$ cat src/rtl/flag_alu_pkg.sv
package flag_alu_pkg;
  localparam int ALU_W  = 8;
  localparam int HALF_W = ALU_W / 2;
  localparam int PROD_W = 2 * ALU_W;
  localparam int STAT_W = 8;
  localparam int IDX_W  = $clog2(STAT_W);
  localparam int OP_W   = 5;

  localparam int BIT_C = 0;
  localparam int BIT_Z = 1;
  localparam int BIT_N = 2;
  localparam int BIT_V = 3;
  localparam int BIT_S = 4;
  localparam int BIT_H = 5;

  typedef enum logic [OP_W-1:0] {
    OP_NOP  = 5'd0,  OP_ADD  = 5'd1,  OP_ADC  = 5'd2,  OP_SUB  = 5'd3,
    OP_SBC  = 5'd4,  OP_CP   = 5'd5,  OP_CPC  = 5'd6,  OP_AND  = 5'd7,
    OP_OR   = 5'd8,  OP_XOR  = 5'd9,  OP_INC  = 5'd10, OP_DEC  = 5'd11,
    OP_COM  = 5'd12, OP_NEG  = 5'd13, OP_SWAP = 5'd14, OP_ASR  = 5'd15,
    OP_LSR  = 5'd16, OP_ROR  = 5'd17, OP_FLAG = 5'd18, OP_MUL  = 5'd19
  } alu_op_e;

  typedef struct packed {
    logic aluFlags;
    logic flagWrite;
    logic loadResult;
    logic wrEn;
    logic mulCapture;
    logic mulFinish;
  } alu_strobe_t;
endpackage

$ cat src/rtl/flag_alu_ctrl.sv
module flag_alu_ctrl
  import flag_alu_pkg::*;
(
  input  logic        clk,
  input  logic        rst_n,
  input  logic        opValid,
  input  alu_op_e     opSel,
  output alu_strobe_t strobes,
  output logic        busy
);
  logic mulPending;

  always_comb begin
    strobes = '0;
    strobes.mulFinish = mulPending;
    if (mulPending) begin
      strobes.loadResult = 1'b1;
      strobes.wrEn       = 1'b1;
    end else if (opValid) begin
      case (opSel)
        OP_ADD, OP_ADC, OP_SUB, OP_SBC, OP_AND, OP_OR, OP_XOR, OP_INC,
        OP_DEC, OP_COM, OP_NEG, OP_ASR, OP_LSR, OP_ROR: begin
          strobes.aluFlags   = 1'b1;
          strobes.loadResult = 1'b1;
          strobes.wrEn       = 1'b1;
        end
        OP_SWAP: begin
          strobes.loadResult = 1'b1;
          strobes.wrEn       = 1'b1;
        end
        OP_CP, OP_CPC: begin
          strobes.aluFlags   = 1'b1;
          strobes.loadResult = 1'b1;
        end
        OP_FLAG: strobes.flagWrite  = 1'b1;
        OP_MUL:  strobes.mulCapture = 1'b1;
        default: ;
      endcase
    end
  end

  always_ff @(posedge clk) begin
    if (!rst_n) mulPending <= 1'b0;
    else        mulPending <= strobes.mulCapture;
  end

  assign busy = mulPending;

  AST_BUSY_ONE_CYCLE: assert property (@(posedge clk) disable iff (!rst_n) busy |=> !busy);
  AST_NO_ISSUE_WHILE_BUSY: assert property (@(posedge clk) disable iff (!rst_n) busy |-> !opValid);
endmodule

$ cat src/rtl/flag_alu_dp.sv
module flag_alu_dp
  import flag_alu_pkg::*;
(
  input  logic              clk,
  input  logic              rst_n,
  input  alu_strobe_t       strobes,
  input  alu_op_e           opSel,
  input  logic [ALU_W-1:0]  opA,
  input  logic [ALU_W-1:0]  opB,
  input  logic [IDX_W-1:0]  flagIdx,
  input  logic              flagPol,
  output logic [ALU_W-1:0]  result,
  output logic [ALU_W-1:0]  resultHi,
  output logic              writeEn,
  output logic [STAT_W-1:0] status
);
  logic [ALU_W-1:0]  opX, opY, aluRes, mulA, mulB;
  logic [ALU_W:0]    sumW, diffW;
  logic [PROD_W-1:0] product;
  logic [STAT_W-1:0] aluStat, flagStat;
  logic cinBit, isSubLike, hAdd, hSub, vAdd, vSub;
  logic cNew, hNew, vNew, zSticky;

  assign isSubLike = (opSel == OP_NEG);
  assign opX = isSubLike ? '0 : opA;
  assign opY = (opSel == OP_INC || opSel == OP_DEC) ? ALU_W'(1) :
               (opSel == OP_NEG) ? opA : opB;
  assign cinBit = status[BIT_C] & (opSel == OP_ADC || opSel == OP_SBC || opSel == OP_CPC);

  assign sumW  = {1'b0, opX} + {1'b0, opY} + {{ALU_W{1'b0}}, cinBit};
  assign diffW = {1'b0, opX} - {1'b0, opY} - {{ALU_W{1'b0}}, cinBit};

  assign hAdd = (opX[HALF_W-1] & opY[HALF_W-1]) | (opY[HALF_W-1] & ~sumW[HALF_W-1]) |
                (~sumW[HALF_W-1] & opX[HALF_W-1]);
  assign hSub = (~opX[HALF_W-1] & opY[HALF_W-1]) | (opY[HALF_W-1] & diffW[HALF_W-1]) |
                (diffW[HALF_W-1] & ~opX[HALF_W-1]);
  assign vAdd = (opX[ALU_W-1] & opY[ALU_W-1] & ~sumW[ALU_W-1]) |
                (~opX[ALU_W-1] & ~opY[ALU_W-1] & sumW[ALU_W-1]);
  assign vSub = (opX[ALU_W-1] & ~opY[ALU_W-1] & ~diffW[ALU_W-1]) |
                (~opX[ALU_W-1] & opY[ALU_W-1] & diffW[ALU_W-1]);

  always_comb begin
    aluRes  = opA;
    cNew    = status[BIT_C];
    hNew    = status[BIT_H];
    vNew    = 1'b0;
    zSticky = 1'b0;
    case (opSel)
      OP_ADD, OP_ADC, OP_INC: begin
        aluRes = sumW[ALU_W-1:0];
        vNew   = vAdd;
        if (opSel != OP_INC) begin
          cNew = sumW[ALU_W];
          hNew = hAdd;
        end
      end
      OP_SUB, OP_SBC, OP_CP, OP_CPC, OP_DEC, OP_NEG: begin
        aluRes  = diffW[ALU_W-1:0];
        vNew    = vSub;
        zSticky = (opSel == OP_SBC || opSel == OP_CPC);
        if (opSel != OP_DEC) begin
          cNew = diffW[ALU_W];
          hNew = hSub;
        end
      end
      OP_AND:  aluRes = opA & opB;
      OP_OR:   aluRes = opA | opB;
      OP_XOR:  aluRes = opA ^ opB;
      OP_COM: begin
        aluRes = ~opA;
        cNew   = 1'b1;
      end
      OP_SWAP: aluRes = {opA[HALF_W-1:0], opA[ALU_W-1:HALF_W]};
      OP_ASR, OP_LSR, OP_ROR: begin
        aluRes[ALU_W-2:0] = opA[ALU_W-1:1];
        aluRes[ALU_W-1]   = (opSel == OP_ASR) ? opA[ALU_W-1] :
                            (opSel == OP_ROR) ? status[BIT_C] : 1'b0;
        cNew = opA[0];
        vNew = aluRes[ALU_W-1] ^ opA[0];
      end
      default: ;
    endcase
    aluStat        = status;
    aluStat[BIT_C] = cNew;
    aluStat[BIT_Z] = (aluRes == '0) & (~zSticky | status[BIT_Z]);
    aluStat[BIT_N] = aluRes[ALU_W-1];
    aluStat[BIT_V] = vNew;
    aluStat[BIT_S] = aluRes[ALU_W-1] ^ vNew;
    aluStat[BIT_H] = hNew;
  end

  for (genvar i = 0; i < STAT_W; i++) begin : g_flagBit
    assign flagStat[i] = (flagIdx == IDX_W'(i)) ? flagPol : status[i];
  end

  assign product = mulA * mulB;

  always_ff @(posedge clk) begin
    if (!rst_n) begin
      result   <= '0;
      resultHi <= '0;
      writeEn  <= 1'b0;
      status   <= '0;
      mulA     <= '0;
      mulB     <= '0;
    end else begin
      writeEn <= strobes.wrEn;
      if (strobes.mulCapture) begin
        mulA <= opA;
        mulB <= opB;
      end
      if (strobes.mulFinish) begin
        result         <= product[ALU_W-1:0];
        resultHi       <= product[PROD_W-1:ALU_W];
        status[BIT_C]  <= product[PROD_W-1];
        status[BIT_Z]  <= (product == '0);
      end else begin
        if (strobes.loadResult) begin
          result   <= aluRes;
          resultHi <= '0;
        end
        if (strobes.aluFlags)  status <= aluStat;
        if (strobes.flagWrite) status <= flagStat;
      end
    end
  end

  AST_STEP_KEEPS_CARRY: assert property (@(posedge clk) disable iff (!rst_n) (strobes.aluFlags && (opSel == OP_INC || opSel == OP_DEC)) |=> status[BIT_C] == $past(status[BIT_C]));
  AST_STICKY_ZERO: assert property (@(posedge clk) disable iff (!rst_n) (strobes.aluFlags && (opSel == OP_SBC || opSel == OP_CPC) && !status[BIT_Z]) |=> !status[BIT_Z]);
  AST_COMPARE_NO_WB: assert property (@(posedge clk) disable iff (!rst_n) (strobes.aluFlags && !strobes.wrEn) |=> !writeEn);
  AST_SINGLE_FLAG: assert property (@(posedge clk) disable iff (!rst_n) strobes.flagWrite |=> $countones(status ^ $past(status)) <= 1);
  AST_SIGN_RULE: assert property (@(posedge clk) disable iff (!rst_n) strobes.aluFlags |=> status[BIT_S] == (status[BIT_N] ^ status[BIT_V]));
  AST_MUL_ZERO: assert property (@(posedge clk) disable iff (!rst_n) strobes.mulFinish |=> status[BIT_Z] == (result == '0 && resultHi == '0));
endmodule

$ cat src/rtl/flag_alu.sv
module flag_alu
  import flag_alu_pkg::*;
(
  input  logic              clk,
  input  logic              rst_n,
  input  logic              opValid,
  input  logic [OP_W-1:0]   opCode,
  input  logic [ALU_W-1:0]  opA,
  input  logic [ALU_W-1:0]  opB,
  input  logic [IDX_W-1:0]  flagIdx,
  input  logic              flagPol,
  output logic [ALU_W-1:0]  result,
  output logic [ALU_W-1:0]  resultHi,
  output logic              writeEn,
  output logic              busy,
  output logic [STAT_W-1:0] status
);
  alu_op_e     opSel;
  alu_strobe_t strobes;

  assign opSel = alu_op_e'(opCode);

  flag_alu_ctrl u_ctrl (
    .clk     (clk),
    .rst_n   (rst_n),
    .opValid (opValid),
    .opSel   (opSel),
    .strobes (strobes),
    .busy    (busy)
  );

  flag_alu_dp u_dp (
    .clk      (clk),
    .rst_n    (rst_n),
    .strobes  (strobes),
    .opSel    (opSel),
    .opA      (opA),
    .opB      (opB),
    .flagIdx  (flagIdx),
    .flagPol  (flagPol),
    .result   (result),
    .resultHi (resultHi),
    .writeEn  (writeEn),
    .status   (status)
  );
endmodule

$ cat config.mk
export PLATFORM = sky130hd
export DESIGN_NAME = flag_alu
export DESIGN_NICKNAME = d
export VERILOG_FILES = /design/src/rtl/flag_alu_pkg.sv /design/src/rtl/flag_alu_ctrl.sv /design/src/rtl/flag_alu_dp.sv /design/src/rtl/flag_alu.sv
export SDC_FILE = /design/constraint.sdc
export NUM_CORES = 1
export LEC_CHECK = 0
export ABC_AREA = 1
export BUFFER_PORTS_ARGS = -buffer_cell sky130_fd_sc_hd__clkbuf_2
export CORE_UTILIZATION = 64
export CTS_BUF_LIST = sky130_fd_sc_hd__clkbuf_8
export CTS_CLUSTER_SIZE = 40
export DETAILED_ROUTE_END_ITERATION = 8
export HOLD_SLACK_MARGIN = 0.06
export PLACE_DENSITY = 0.91
export SETUP_SLACK_MARGIN = 0.5
export SYNTH_ARGS = -nofsm -noshare
export SYNTH_HDL_FRONTEND = slang
export SYNTH_HIERARCHICAL = 1
export SYNTH_SLANG_ARGS = --single-unit
export TNS_END_PERCENT = 1
$ cat constraint.sdc
create_clock -name clk -period 4.5 [get_ports clk]
set_input_delay 0.675 -clock clk [delete_from_list [all_inputs] [get_ports clk]]
set_output_delay 0.675 -clock clk [all_outputs]
set_load 0.02 [all_outputs]
==> summary.md <==
* Final ANT Viol Nets: 0
* run status: finished clean
* Maximum Capacitance Violations: 0
* required time reported for the critical path endpoint: 4760 ps
* maximum number of pins on one net before global-route repair: 33
* boundary pin count: 54
* largest buffer count on any clock path: 2
* clk root buf: sky130_fd_sc_hd__clkbuf_8
* area added between synthesis and finish: 11.8%
* sequential share of the synthesized area: 12.8%
* number of rows created at floorplan: 36
* arrival time at the worst endpoint: 4740 ps
* effective utilization at floorplan: 66.8%
* routed wire length: 19.8 mm
* type of the most critical hold path: reg2reg
* biggest area contributors in the synthesized netlist: sky130_fd_sc_hd__nand2_1 (16%), sky130_fd_sc_hd__ha_1 (14%), sky130_fd_sc_hd__dfxtp_1 (13%)
* VDD IR-drop max: 0.0980 mV
* Pleak: 4.36 nW
* Max H-tree Level: 2
* Post-Syn Area per Cell: 6.20 sq um
* number of antenna violations at the first check in global routing: 0
* length in cells of the worst reg-to-reg path: 21
* max-slew violation count: 0
* Max Fclk: 223 MHz
* layout cells sized above 1: 15.8%
* proportion of power drawn by the clock network: 22.9%
* final-layout fill cell count: 749
* worst r2r dst: u_dp/status[1]
* gr ovfl total: 0
* detailed-route wire length per cell: 15.9 um
* startpoint type of the worst setup path: register
* Setup CP Type: reg2reg
* share of the clock period used by the worst path: 99.6%
* flip-flop and latch count after synthesis: 42
* worst-case hold slack: 478 ps
* Max Fanout on Critical Path: 7
* total nets after synthesis: 1204
* clk_lat worst skew: 310 ps
* area of combinational cells with multiple inputs: 4890 sq um
* Power Density: 146 nW/um^2
* top cell type by total area after synthesis: sky130_fd_sc_hd__nand2_1
* DRC violation count after routing: 0
* internal power summed over all cells: 0.000630 W
* worst reg-to-reg setup slack: 20 ps
* via count: 7332
* clock net sink count: 42
* die span in x: 103 um
* Worst-path clk slew: 80 ps
* pre-CTS setup slack: 212 ps
* length of the first detailed-routing pass in iterations: 6
* Core ar.: 9860 sq um
* final setup margin: 19.9 ps
* storage element area: 886 sq um
* Final Hold Fails: 0
* first-pass GRT wire length: 30.3 mm
* Vias/cell: 5.87
* Yosys cell types: 41
* total standard cell area after synthesis: 6590 sq um
* final worst clock skew: 5.53 ps
* number of synthesis warnings: 6
* net count reported at finish: 1257
* Highest Signal Layer: met4
* global placer's final weighted congestion: 1.00
* endpoints failing setup: 0
* met3 wirelength from detailed routing: 2.26 mm
* GR Util All Layers: 36.7%
* placed wire-length estimate after detailed placement: 14.4 mm
* full die area: 10700 sq um
* Switching Share: 41.3%
* RSZ-0062 raised after global routing: true
* time the worst path needs with I/O delays and setup: 4480 ps
* length of routed wiring on met1: 7.64 mm
* total placed cells including tap cells: 1224
* hold buffer count at CTS: 0
* via count of the first global-routing pass: 6525
* CTS tree: yes
* Psw: 0.000443 W
* Crit. End Element: register
* count of non-filler cells in the finished layout: 1249
* Routed met2 length: 8.87 mm
* Initial DRC Count: 775
* ant diodes: 0
* launch point of the critical path: u_dp/mulA[3]
* number of port buffers: 53
* Post-Syn Instances: 1062
* number of CTS-inserted buffers: 5
* top-area cell type share of the netlist area: 16.0%
* Slew HR: 31.0%
* crit path capture: u_dp/status[1]
* transition time of the tightest slew-check pin: 1030 ps
* Setup TNS: 0 ps
* sequential power share: 36.4%
* total power consumption of the routed design: 0.00107 W
* y dimension of the die: 103 um
* launch point of the worst reg-to-reg path: u_dp/mulA[3]
* part of the total power dissipated in combinational logic: 40.7%
==> logic make-up after synthesis <==
| logic type | count (synthesis) | synth area share [%] |
|---|---|---|
| adder cells (fa/ha/maj) | 114 | 26.3 |
| AND/OR/NAND/NOR | 513 | 33.9 |
| buffers and inverters | 258 | 15.3 |
| AO/OA/AOI/OAI | 124 | 10.3 |
| XOR/XNOR | 11 | 1.46 |
| flip-flops | 42 | 12.8 |
==> critical path: stages (launching register included) <==
cell and delay, ps:
sky130_fd_sc_hd__dfxtp_4 380, sky130_fd_sc_hd__buf_4 150, sky130_fd_sc_hd__nand2_1 60, sky130_fd_sc_hd__inv_1 50
sky130_fd_sc_hd__fa_1 440, sky130_fd_sc_hd__fa_1 510, sky130_fd_sc_hd__inv_1 70, sky130_fd_sc_hd__fa_1 560
sky130_fd_sc_hd__fa_1 430, sky130_fd_sc_hd__inv_1 120, sky130_fd_sc_hd__ha_4 230, sky130_fd_sc_hd__nand2_1 100
sky130_fd_sc_hd__nand3_2 150, sky130_fd_sc_hd__nand2_1 100, sky130_fd_sc_hd__nand3b_1 120, sky130_fd_sc_hd__xor2_1 280
sky130_fd_sc_hd__nand4_1 130, sky130_fd_sc_hd__nor2_1 110, sky130_fd_sc_hd__nand4_1 140, sky130_fd_sc_hd__nand3_1 140
sky130_fd_sc_hd__nand2_1 90, sky130_fd_sc_hd__inv_1 60
==> final cells by class <==
cell class	count	area share [%]
Timing Repair Buffer	82	6.80
Multi-Input combinational cell	762	66.4
Clock inverter	3	0.238
Sequential cell	42	12.0
Clock buffer	5	0.935
Tap cell	133	2.26
Inverter	222	11.4
==> cell usage after synthesis <==
cell                        count
sky130_fd_sc_hd__nand2_2        4
sky130_fd_sc_hd__nand2_1      281
sky130_fd_sc_hd__nand4_2        2
sky130_fd_sc_hd__or2_2         12
sky130_fd_sc_hd__o211ai_1       4
sky130_fd_sc_hd__a31oi_1       11
sky130_fd_sc_hd__nand3_1       70
sky130_fd_sc_hd__o2111ai_1      1
sky130_fd_sc_hd__nand3b_1       5
sky130_fd_sc_hd__nand4_1       22
sky130_fd_sc_hd__ha_1          73
sky130_fd_sc_hd__nor3_2         1
sky130_fd_sc_hd__a211oi_1       1
sky130_fd_sc_hd__clkbuf_1      29
sky130_fd_sc_hd__nor2_1        91
sky130_fd_sc_hd__nand3_2        4
sky130_fd_sc_hd__xor2_1         5
sky130_fd_sc_hd__clkbuf_8       1
sky130_fd_sc_hd__buf_6          2
sky130_fd_sc_hd__clkinv_2       1
sky130_fd_sc_hd__nor3_1        10
sky130_fd_sc_hd__a32oi_1        1
sky130_fd_sc_hd__o311ai_0       2
sky130_fd_sc_hd__nor3b_1        1
sky130_fd_sc_hd__inv_1        211
sky130_fd_sc_hd__dfxtp_1       42
sky130_fd_sc_hd__o21ai_1        2
sky130_fd_sc_hd__a21oi_2        1
sky130_fd_sc_hd__buf_4          2
sky130_fd_sc_hd__o31ai_1        1
sky130_fd_sc_hd__nor2_2         7
sky130_fd_sc_hd__nor2_4         3
sky130_fd_sc_hd__fa_1          41
sky130_fd_sc_hd__xnor2_1        6
sky130_fd_sc_hd__o21bai_1       2
sky130_fd_sc_hd__inv_2         10
sky130_fd_sc_hd__o21a_1         1
sky130_fd_sc_hd__a311oi_1       1
sky130_fd_sc_hd__a21oi_1       58
sky130_fd_sc_hd__o21ai_0       38
sky130_fd_sc_hd__buf_2          2
==> per-stage QoR <==
stage,utilization (%),area (sq um)
after floorplan,-,6630
after global placement,70.5,6960
after detailed placement,70.5,6960
after CTS,72.6,7160
after global routing,74.6,7360
final,74.6,7360
==> power by group through the flow <==
stage / Clock, W / Sequential [W] / Combinational (W)
finish: 0.000246 / 0.000391 / 0.000437
global route: 0.000264 / 0.000392 / 0.000485
CTS: 0.000240 / 0.000396 / 0.000419
detailed placement: 0 / 0.000405 / 0.000417
global placement: 0 / 0.000405 / 0.000408
floorplan: 0 / 0.000414 / 0.000289
==> per-layer routing <==
metal  up-vias  track usage [%]
li1       3402                -
met1      3279             47.4
met2       522             59.5
met3       129             6.32
met4         0             17.7
met5         -                0
==> flip-flops by register name, summed over array words and instances, names as in the netlist <==
register / flops
u_dp/status: 8
u_dp/mulA: 8
u_ctrl/busy: 1
u_dp/mulB: 8
u_dp/result: 8
u_dp/writeEn: 1
u_dp/resultHi: 8
==> layout by cell type, fill, tap and decap left out, types with 4 or more instances in the layout <==
| cell | count |
|---|---|
| sky130_fd_sc_hd__a21oi_1 | 57 |
| sky130_fd_sc_hd__a31oi_1 | 11 |
| sky130_fd_sc_hd__buf_4 | 27 |
| sky130_fd_sc_hd__clkbuf_2 | 53 |
| sky130_fd_sc_hd__clkbuf_8 | 5 |
| sky130_fd_sc_hd__dfxtp_1 | 30 |
| sky130_fd_sc_hd__dfxtp_4 | 12 |
| sky130_fd_sc_hd__fa_1 | 40 |
| sky130_fd_sc_hd__ha_1 | 69 |
| sky130_fd_sc_hd__ha_4 | 4 |
| sky130_fd_sc_hd__inv_1 | 205 |
| sky130_fd_sc_hd__inv_2 | 16 |
| sky130_fd_sc_hd__nand2_1 | 274 |
| sky130_fd_sc_hd__nand2_2 | 10 |
| sky130_fd_sc_hd__nand3_1 | 67 |
| sky130_fd_sc_hd__nand3_2 | 7 |
| sky130_fd_sc_hd__nand3b_1 | 5 |
| sky130_fd_sc_hd__nand4_1 | 22 |
| sky130_fd_sc_hd__nor2_1 | 88 |
| sky130_fd_sc_hd__nor2_2 | 9 |
| sky130_fd_sc_hd__nor2_4 | 4 |
| sky130_fd_sc_hd__nor3_1 | 10 |
| sky130_fd_sc_hd__o211ai_1 | 4 |
| sky130_fd_sc_hd__o21ai_0 | 37 |
| sky130_fd_sc_hd__or2_2 | 12 |
| sky130_fd_sc_hd__xnor2_1 | 6 |
==> what timing repair did <==
| item | 4_1_cts | 5_1_grt |
|---|---|---|
| gates cloned | 0 | 0 |
| endpoints found under the hold margin | 0 | 0 |
| gates resized for setup | 29 | 28 |
| pin swaps | 13 | 14 |
| setup endpoints to repair | 8 | 13 |
| buffers inserted | 5 | 12 |
==> worst min path at each step <==
stage / start / end / slack [ps] / cells past startpoint
final: u_dp/resultHi[2] / u_dp/resultHi[2] / 480 / 2
after global routing: u_dp/resultHi[1] / u_dp/resultHi[1] / 500 / 2
after CTS: u_dp/resultHi[4] / u_dp/resultHi[4] / 480 / 2
after detailed placement: u_dp/resultHi[4] / u_dp/resultHi[4] / 460 / 2
after global placement: u_dp/resultHi[5] / u_dp/resultHi[5] / 450 / 2
after floorplan: u_dp/resultHi[2] / u_dp/resultHi[2] / 540 / 2
No activity file was read; power rests on OpenSTA's default activity.
